--- config.mk ---
export PLATFORM = sky130hd
export DESIGN_NAME = i2c_regport
export DESIGN_NICKNAME = d
export VERILOG_FILES = /design/src/rtl/i2c_regport_pkg.sv /design/src/rtl/i2c_rp_sync.sv /design/src/rtl/i2c_rp_ptr.sv /design/src/rtl/i2c_rp_ctrl.sv /design/src/rtl/i2c_regport.sv
export SDC_FILE = /design/constraint.sdc
export NUM_CORES = 1
export LEC_CHECK = 0
export ABC_CLOCK_PERIOD_IN_PS = 2600
export CORE_ASPECT_RATIO = 0.6
export CORE_MARGIN = 4
export CORE_UTILIZATION = 45
export DETAILED_ROUTE_END_ITERATION = 10
export GPL_TIMING_DRIVEN = 0
export PLACE_DENSITY = 0.67
export SYNTH_ARGS = -nofsm -noshare
export SYNTH_HDL_FRONTEND = slang
export SYNTH_HIERARCHICAL = 1
export SYNTH_SLANG_ARGS = --single-unit
--- constraint.sdc ---
create_clock -name clk -period 2.6 [get_ports clk]
set_input_delay 0.39 -clock clk [delete_from_list [all_inputs] [get_ports clk]]
set_output_delay 0.39 -clock clk [all_outputs]
set_load 0.05 [all_outputs]
--- src/rtl/i2c_regport_pkg.sv ---
package i2c_regport_pkg;

    localparam int BYTE_W = 8;

    typedef enum logic [2:0] {
        ST_IDLE,
        ST_RX,
        ST_RX_ACK,
        ST_TX,
        ST_TX_ACK,
        ST_IGNORE
    } slv_state_e;

    typedef enum logic [1:0] {
        PH_DEV,
        PH_PTR_LO,
        PH_PTR_HI,
        PH_DATA
    } byte_phase_e;

    // Bus events seen in the system clock domain
    typedef struct packed {
        logic start;
        logic stop;
        logic scl_rise;
        logic scl_fall;
        logic scl;
        logic sda;
    } bus_ev_t;

    // Pointer update request from the protocol controller
    typedef struct packed {
        logic              ld_lo;
        logic              ld_hi;
        logic              inc;
        logic [BYTE_W-1:0] data;
    } ptr_cmd_t;

    function automatic logic dev_match(input logic [BYTE_W-1:0] b, input logic [6:0] dev);
        return b[BYTE_W-1:1] == dev;
    endfunction

endpackage

--- src/rtl/i2c_rp_sync.sv ---
module i2c_rp_sync
    import i2c_regport_pkg::*;
#(
    parameter int STAGES = 2
) (
    input  logic    clk,
    input  logic    rst,
    input  logic    scl_i,
    input  logic    sda_i,
    output bus_ev_t ev
);

    logic [STAGES-1:0] scl_q, sda_q;
    logic              scl_p, sda_p;

    generate
        if (STAGES == 1) begin : g_one
            always_ff @(posedge clk) begin
                if (rst) begin
                    scl_q <= '1;
                    sda_q <= '1;
                end else begin
                    scl_q <= scl_i;
                    sda_q <= sda_i;
                end
            end
        end else begin : g_chain
            always_ff @(posedge clk) begin
                if (rst) begin
                    scl_q <= '1;
                    sda_q <= '1;
                end else begin
                    scl_q <= {scl_q[STAGES-2:0], scl_i};
                    sda_q <= {sda_q[STAGES-2:0], sda_i};
                end
            end
        end
    endgenerate

    always_ff @(posedge clk) begin
        if (rst) begin
            scl_p <= 1'b1;
            sda_p <= 1'b1;
        end else begin
            scl_p <= scl_q[STAGES-1];
            sda_p <= sda_q[STAGES-1];
        end
    end

    always_comb begin
        ev.scl      = scl_q[STAGES-1];
        ev.sda      = sda_q[STAGES-1];
        ev.scl_rise = ev.scl & ~scl_p;
        ev.scl_fall = ~ev.scl & scl_p;
        ev.start    = ev.scl & scl_p & sda_p & ~ev.sda;
        ev.stop     = ev.scl & scl_p & ~sda_p & ev.sda;
    end

endmodule

--- src/rtl/i2c_rp_ptr.sv ---
module i2c_rp_ptr
    import i2c_regport_pkg::*;
#(
    parameter int PTR_W = 16
) (
    input  logic             clk,
    input  logic             rst,
    input  ptr_cmd_t         cmd,
    output logic [PTR_W-1:0] ptr
);

    localparam int HI_W = PTR_W - BYTE_W;

    always_ff @(posedge clk) begin
        if (rst) begin
            ptr <= '0;
        end else if (cmd.ld_lo) begin
            ptr[BYTE_W-1:0] <= cmd.data;
        end else if (cmd.ld_hi) begin
            ptr[PTR_W-1:BYTE_W] <= cmd.data[HI_W-1:0];
        end else if (cmd.inc) begin
            ptr <= ptr + 1'b1;
        end
    end

    AST_PTR_STEP: assert property (@(posedge clk) disable iff (rst)
        (cmd.inc && !cmd.ld_lo && !cmd.ld_hi) |=> ptr == PTR_W'($past(ptr) + 1'b1));
    AST_PTR_HOLD: assert property (@(posedge clk) disable iff (rst)
        (!cmd.inc && !cmd.ld_lo && !cmd.ld_hi) |=> $stable(ptr));

endmodule

--- src/rtl/i2c_rp_ctrl.sv ---
module i2c_rp_ctrl
    import i2c_regport_pkg::*;
#(
    parameter logic [6:0] DEV_ADDR = 7'h5D
) (
    input  logic              clk,
    input  logic              rst,
    input  bus_ev_t           ev,
    input  logic              win_en,
    input  logic [BYTE_W-1:0] mem_rdata,
    output logic              sda_oe,
    output logic              mem_we,
    output logic [BYTE_W-1:0] mem_wdata,
    output ptr_cmd_t          pcmd
);

    slv_state_e        st;
    byte_phase_e       ph;
    logic [2:0]        bitcnt;
    logic [BYTE_W-1:0] shreg;
    logic              byte_done;
    logic              rd_mode;
    logic              mack;
    logic [BYTE_W-1:0] tx_byte;

    assign tx_byte = win_en ? '0 : mem_rdata;

    always_ff @(posedge clk) begin
        if (rst) begin
            st        <= ST_IDLE;
            ph        <= PH_DEV;
            bitcnt    <= '0;
            shreg     <= '0;
            byte_done <= 1'b0;
            rd_mode   <= 1'b0;
            mack      <= 1'b0;
            sda_oe    <= 1'b0;
            mem_we    <= 1'b0;
            mem_wdata <= '0;
            pcmd      <= '0;
        end else begin
            pcmd.ld_lo <= 1'b0;
            pcmd.ld_hi <= 1'b0;
            pcmd.inc   <= mem_we;
            mem_we     <= 1'b0;
            if (ev.start) begin
                st        <= ST_RX;
                ph        <= PH_DEV;
                bitcnt    <= '0;
                byte_done <= 1'b0;
                sda_oe    <= 1'b0;
            end else if (ev.stop) begin
                st     <= ST_IDLE;
                sda_oe <= 1'b0;
            end else begin
                case (st)
                    ST_RX: begin
                        if (ev.scl_rise && !byte_done) begin
                            shreg  <= {shreg[BYTE_W-2:0], ev.sda};
                            bitcnt <= bitcnt + 1'b1;
                            if (bitcnt == 3'd7) byte_done <= 1'b1;
                        end else if (ev.scl_fall && byte_done) begin
                            byte_done <= 1'b0;
                            bitcnt    <= '0;
                            sda_oe    <= 1'b1;
                            st        <= ST_RX_ACK;
                            case (ph)
                                PH_DEV: begin
                                    if (dev_match(shreg, DEV_ADDR)) begin
                                        rd_mode <= shreg[0];
                                        ph      <= PH_PTR_LO;
                                    end else begin
                                        sda_oe <= 1'b0;
                                        st     <= ST_IGNORE;
                                    end
                                end
                                PH_PTR_LO: begin
                                    pcmd.ld_lo <= 1'b1;
                                    pcmd.data  <= shreg;
                                    ph         <= PH_PTR_HI;
                                end
                                PH_PTR_HI: begin
                                    pcmd.ld_hi <= 1'b1;
                                    pcmd.data  <= shreg;
                                    ph         <= PH_DATA;
                                end
                                default: begin
                                    mem_we    <= 1'b1;
                                    mem_wdata <= shreg;
                                end
                            endcase
                        end
                    end
                    ST_RX_ACK: begin
                        if (ev.scl_fall) begin
                            if (rd_mode) begin
                                shreg    <= tx_byte;
                                sda_oe   <= ~tx_byte[BYTE_W-1];
                                pcmd.inc <= 1'b1;
                                bitcnt   <= '0;
                                st       <= ST_TX;
                            end else begin
                                sda_oe <= 1'b0;
                                st     <= ST_RX;
                            end
                        end
                    end
                    ST_TX: begin
                        if (ev.scl_fall) begin
                            if (bitcnt == 3'd7) begin
                                sda_oe <= 1'b0;
                                st     <= ST_TX_ACK;
                            end else begin
                                shreg  <= {shreg[BYTE_W-2:0], 1'b0};
                                sda_oe <= ~shreg[BYTE_W-2];
                                bitcnt <= bitcnt + 1'b1;
                            end
                        end
                    end
                    ST_TX_ACK: begin
                        if (ev.scl_rise) begin
                            mack <= ~ev.sda;
                        end else if (ev.scl_fall) begin
                            if (mack) begin
                                shreg    <= tx_byte;
                                sda_oe   <= ~tx_byte[BYTE_W-1];
                                pcmd.inc <= 1'b1;
                                bitcnt   <= '0;
                                st       <= ST_TX;
                            end else begin
                                st <= ST_IGNORE;
                            end
                        end
                    end
                    default: ;
                endcase
            end
        end
    end

    AST_WE_SINGLE: assert property (@(posedge clk) disable iff (rst)
        mem_we |=> !mem_we);
    AST_WE_WRITE_DATA: assert property (@(posedge clk) disable iff (rst)
        mem_we |-> (ph == PH_DATA && !rd_mode));
    AST_OE_SCL_LOW: assert property (@(posedge clk) disable iff (rst)
        $rose(sda_oe) |-> !ev.scl);
    AST_IGNORE_QUIET: assert property (@(posedge clk) disable iff (rst)
        st == ST_IGNORE |-> !sda_oe);
    AST_TX_ENTRY_STEP: assert property (@(posedge clk) disable iff (rst)
        (st == ST_TX && $past(st) != ST_TX) |-> pcmd.inc);
    AST_RESTART_DEV: assert property (@(posedge clk) disable iff (rst)
        ev.start |=> (st == ST_RX && ph == PH_DEV && !sda_oe));

endmodule

--- src/rtl/i2c_regport.sv ---
module i2c_regport
    import i2c_regport_pkg::*;
#(
    parameter logic [6:0] DEV_ADDR    = 7'h5D,
    parameter int         PTR_W       = 16,
    parameter int         SYNC_STAGES = 2
) (
    input  logic             clk,
    input  logic             rst,
    input  logic             scl_i,
    input  logic             sda_i,
    output logic             sda_oe,
    input  logic             win_en,
    output logic [PTR_W-1:0] mem_addr,
    output logic [7:0]       mem_wdata,
    output logic             mem_we,
    input  logic [7:0]       mem_rdata
);

    bus_ev_t  ev;
    ptr_cmd_t pcmd;

    i2c_rp_sync #(.STAGES(SYNC_STAGES)) u_sync (
        .clk   (clk),
        .rst   (rst),
        .scl_i (scl_i),
        .sda_i (sda_i),
        .ev    (ev)
    );

    i2c_rp_ctrl #(.DEV_ADDR(DEV_ADDR)) u_ctrl (
        .clk       (clk),
        .rst       (rst),
        .ev        (ev),
        .win_en    (win_en),
        .mem_rdata (mem_rdata),
        .sda_oe    (sda_oe),
        .mem_we    (mem_we),
        .mem_wdata (mem_wdata),
        .pcmd      (pcmd)
    );

    i2c_rp_ptr #(.PTR_W(PTR_W)) u_ptr (
        .clk (clk),
        .rst (rst),
        .cmd (pcmd),
        .ptr (mem_addr)
    );

endmodule

After elaboration in Yosys (flattened, before gate mapping)
Index checks and enable logic that the tools add are counted.

word-level totals
  ROM bits = 0
  flip-flop bits (word level) = 62
  memories = 0
  latch bits = 0
  bits in writable memories = 0
  bits of input ports = 13
  word-level logic and storage cells = 171
  output and inout port bits = 26

operators by class
  $mul = 0
  bitwise logic cells = 20
  div/mod/pow operators = 0
  $add $sub $neg = 2
  muxes and demuxes = 70
  reduce and logical (&&, ||, !) cells = 28
  magnitude comparators = 0
  shifts and indexed selects = 0
  equality and inequality tests = 30

operators by type and width
  operator               count
  $mux 8                 16
  $mux 3                 19
  $pmux 8 s4             1
  $mux 1                 24
  $pmux 3 s4             2
  $reduce_and 8->1       3
  $ne 2x1->1 const B     10
  $ne 4x3->1 const B     5
  $mux 9                 2
  $reduce_and 6->1       3
  $add 16x1->16 const B  1
  $mux 16                1
  $not 1->1              13
  $reduce_and 11->1      1
  $reduce_and 10->1      1
  $ne 2x2->1 const B     4
  $ne 4x4->1 const B     2
  $reduce_and 4->1       2
  $and 1x1->1            7
  $eq 7x7->1 const B     1
  $reduce_and 7->1       1
  $eq 3x2->1 const B     2
  $eq 3x3->1 const B     2
  $pmux 2 s3             1
  other kinds (19)       26

Longest topological paths before layout
  depth in word-level cells = 8
  mapped depth = 8
  depth with buffers taken out = 6

By module
Netlist, hierarchy kept.

by module, submodules not included
  module       cells each  instances  area each (µm²)  seq. area each (µm²)
  i2c_rp_ctrl  235         1          1970.6           800.8
  i2c_rp_ptr   128         1          1048.5           320.3
  i2c_rp_sync  18          1          205.2            120.1

Worst setup path after synthesis
Ideal clock, no wire load.

  kind = register to register
  from = register u_ptr.ptr[0]
  to = register u_ptr.ptr[14]
  library setup time = 0.133 ns
  data required time = 2.467 ns
  buffers on the path = 0
  clock period less this slack = 1.993 ns
  slack = 0.607 ns
  arrival = 1.860 ns
  stages on the path, launching flop included = 6
  cells stage by stage = dfxtp_1 -> ha_1 -> nand3_1 -> or4_1 -> nand3_1 -> o221ai_1

between the ends
  longest elaborated chain between the ends = 3

RTL lines
  item                               RTL line          RTL
  from (decl)                        i2c_rp_ptr.sv:9   output logic [PTR_W-1:0] ptr
  from (signal, indexed assignment)  i2c_rp_ptr.sv:18  ptr[BYTE_W-1:0] <= cmd.data;
  from (signal, indexed assignment)  i2c_rp_ptr.sv:20  ptr[PTR_W-1:BYTE_W] <= cmd.data[HI_W-1:0];
  from (signal assigned)             i2c_rp_ptr.sv:22  ptr <= ptr + 1'b1;
  $add 16x1->16                      i2c_rp_ptr.sv:22
  $mux 16                            i2c_rp_ptr.sv:21  end else if (cmd.inc) begin
  $mux 8                             i2c_rp_ptr.sv:19  end else if (cmd.ld_hi) begin

No other way between the ends. The select of a mux whose other input is x is not followed.
A chain may end at the register's enable or synchronous reset.

Worst setup path after layout
  from = register u_ctrl.st[2]
  to = register u_ctrl.shreg[0]

between the ends
  longest elaborated chain between the ends = 3
  elaborated cells on any way between the ends = 15
  classes of those cells = eq/ne: 12; mux: 1; reduce/logical: 2

RTL lines
  item                                                       RTL line            RTL
  from (decl)                                                i2c_rp_ctrl.sv:17   slv_state_e st;
  from (signal assigned)                                     i2c_rp_ctrl.sv:30   st <= ST_IDLE;
  from (signal assigned)                                     i2c_rp_ctrl.sv:47   st <= ST_RX;
  from (signal assigned)                                     i2c_rp_ctrl.sv:53   st <= ST_IDLE;
  $eq 3x3->1, or another cell as far along                   i2c_rp_ctrl.sv:56   case (st)
  $ne 2x2->1 (no source line), or another cell as far along  -
  $reduce_and 11->1 (no source line)                         -
  to (signal assigned)                                       i2c_rp_ctrl.sv:59   shreg <= {shreg[BYTE_W-2:0], ev.sda};
  to (signal assigned)                                       i2c_rp_ctrl.sv:97   shreg <= tx_byte;
  to (signal assigned)                                       i2c_rp_ctrl.sv:114  shreg <= {shreg[BYTE_W-2:0], 1'b0};
  to (decl)                                                  i2c_rp_ctrl.sv:20   logic [BYTE_W-1:0] shreg;

Several ways; a longest one is shown, not always the timed one.

==> metrics.yaml <==
status: "complete, no violations"
hold_depth: 1
fin_util_pct: 58.7
netlist_area_mm2: 0.00322
rsz0062_at_grt: "no"
hpwl_um: 6480
p_leak_uw: 0.00138
vias: 3106
fin_crit_sh_pct: 87.9
clock.fmax_mhz: 437
finalHoldViolCount: 0
ys.warnings.count: 6
crit_arrival_ps: 2520
drive_gt1_share_pct: 8.53
rows: 23
clock_skew_ps: 6.72
drc_errors: 0
met1_usage_pct: 34.2
ctsLongestPathBuffers: 2
io_pins: 39
power_per_cell_area_mw_per_mm2: 682
cts_setup_buffers: 0
grt_pass1_vias: 2692
ant_nets: 0
maxCapViolCount: 0
antenna_found_initial: 0
tightestPinTransition_ps: 718
postSynthAreaPerCell_um2: 8.47
viasPerCell: 5.96
die_h_um: 73.5
worstSetupStartpointType: "flop"
dieArea_mm2: 0.00861
nets: 451
setup_viol: 0
core_area_mm2: 0.00679
clk_pin_slew_ps: 50
ir_drop_mv: 0.394
busiest_layer: "met1"
path_class: "reg2reg"
fin_crit_ps: 2290
endpoint_kind: "flop"
critPathRequiredTime_ps: 2840
drt-initial-drc-count: 472
port_buffers: 38
h-tree-depth: 3
clockRootBuffer: "clkbuf_16"
cts_num_sinks: 62
grt_pass1_wl_um: 14200
final-max-slew-violation-count: 0
track_usage_pct: 21.5
hp-class: "reg2reg"
tns_ps: 0
start_util_pct: 47.4
worstRegToRegCells: 6
grt_max_degree: 15
gp_congestion: 0.926
cts_hold_buf: 0
syn_inst: 380
grt_use_met2_pct: 25.8
fp.dieW_um: 117
ctsResizeCount: 0
clock_latency_ps: 330
wl_um: 8930
numCtsBuffers: 9
worstPathMaxFanout: 10
use_met3_pct: 8.15
antenna_cells: 0
tritoncts: "done"
wl_per_cell_um: 17.1
grt.overflow.total: 0
max_slew_margin_pct: 52.1
syn_nets: 402
area_growth_pct: 23.8
dr.pass1.iters: 5
==> layout make-up <==
cell class              instances  area [µm²]
fillers                       631        2810
multi-input cells             285        1800
flip-flops and latches         62        1240
repair buffers                 38         380
clock buffers                  11         243
plain buffers                  22         135
well taps                      87         109
inverters                      11        41.3
clock inverters                 5        35.0
==> cells in the final DEF (no fill, tap or decap), drive strengths merged, types with 4 or more instances in the layout <==
cell type       n
buf            10
ha              9
inv            11
and3            6
a311oi          6
nor3            6
dfxtp          62
and2            4
nand3          24
nand2b          6
nor2b          12
clkbuf         23
or3             5
nor2           36
o21ai          13
a31oi           8
a21oi          30
or2             6
clkinvlp        4
clkdlybuf4s50  38
mux2i           7
a211oi         14
nand2          35
nand4           7
or4             7
==> power breakdown <==
part / switching (µW) / leakage [µW] / internal, µW
combinational: 324 / 0.000751 / 208
sequential: 72.5 / 0.000503 / 1010
clock: 433 / 0.000124 / 668
total: 829 / 0.00138 / 1890
==> path summary, 6_finish.rpt <==
path,startpoint,end,slack (ps)
max,u_ctrl/st[2],u_ctrl/shreg[0],310
min,u_sync/sda_q[0],u_sync/sda_q[1],400
max reg2reg,u_ctrl/st[2],u_ctrl/shreg[0],310
min reg2reg,u_sync/sda_q[0],u_sync/sda_q[1],400
==> layer usage <==
layer	share of wire, %	vias to the layer above
met2	38	138
met3	9.2	8
met1	52	1459
met5	0	-
li1	-	1501
met4	0.92	0
==> flip-flops by register name, summed over array words and instances (netlist names) <==
name,count
u_ptr/ptr,16
u_ctrl/mem_we,1
u_sync/sda_q,2
u_ctrl/st,3
u_sync/scl_p,1
u_ctrl/bitcnt,3
u_ctrl/ph,2
u_ctrl/byte_done,1
u_ctrl/mem_wdata,8
u_ctrl/shreg,8
u_ctrl/pcmd,11
u_ctrl/mack,1
u_sync/scl_q,2
u_ctrl/rd_mode,1
u_ctrl/sda_oe,1
u_sync/sda_p,1
==> worst max-delay path: stages, from the launching register on <==
cell and delay, ps:
dfxtp_1 380, buf_2 240, nand2b_1 160, a21oi_1 530, clkbuf_1 440, a32oi_1 170
a211oi_1 260
==> stage by stage <==
stage               cells  setup WS [ps]  power, µW  instance area (µm²)  hold slack [ps]
finish                521            314       2720                 3980              401
global route          521            163       2830                 3980              428
CTS                   521            406       2730                 3980              404
detailed placement    505            440       1620                 3710              392
global placement      505            481       1610                 3710              385
floorplan             380            607       1460                 3220              383
Power figures use the tool's default switching activity.
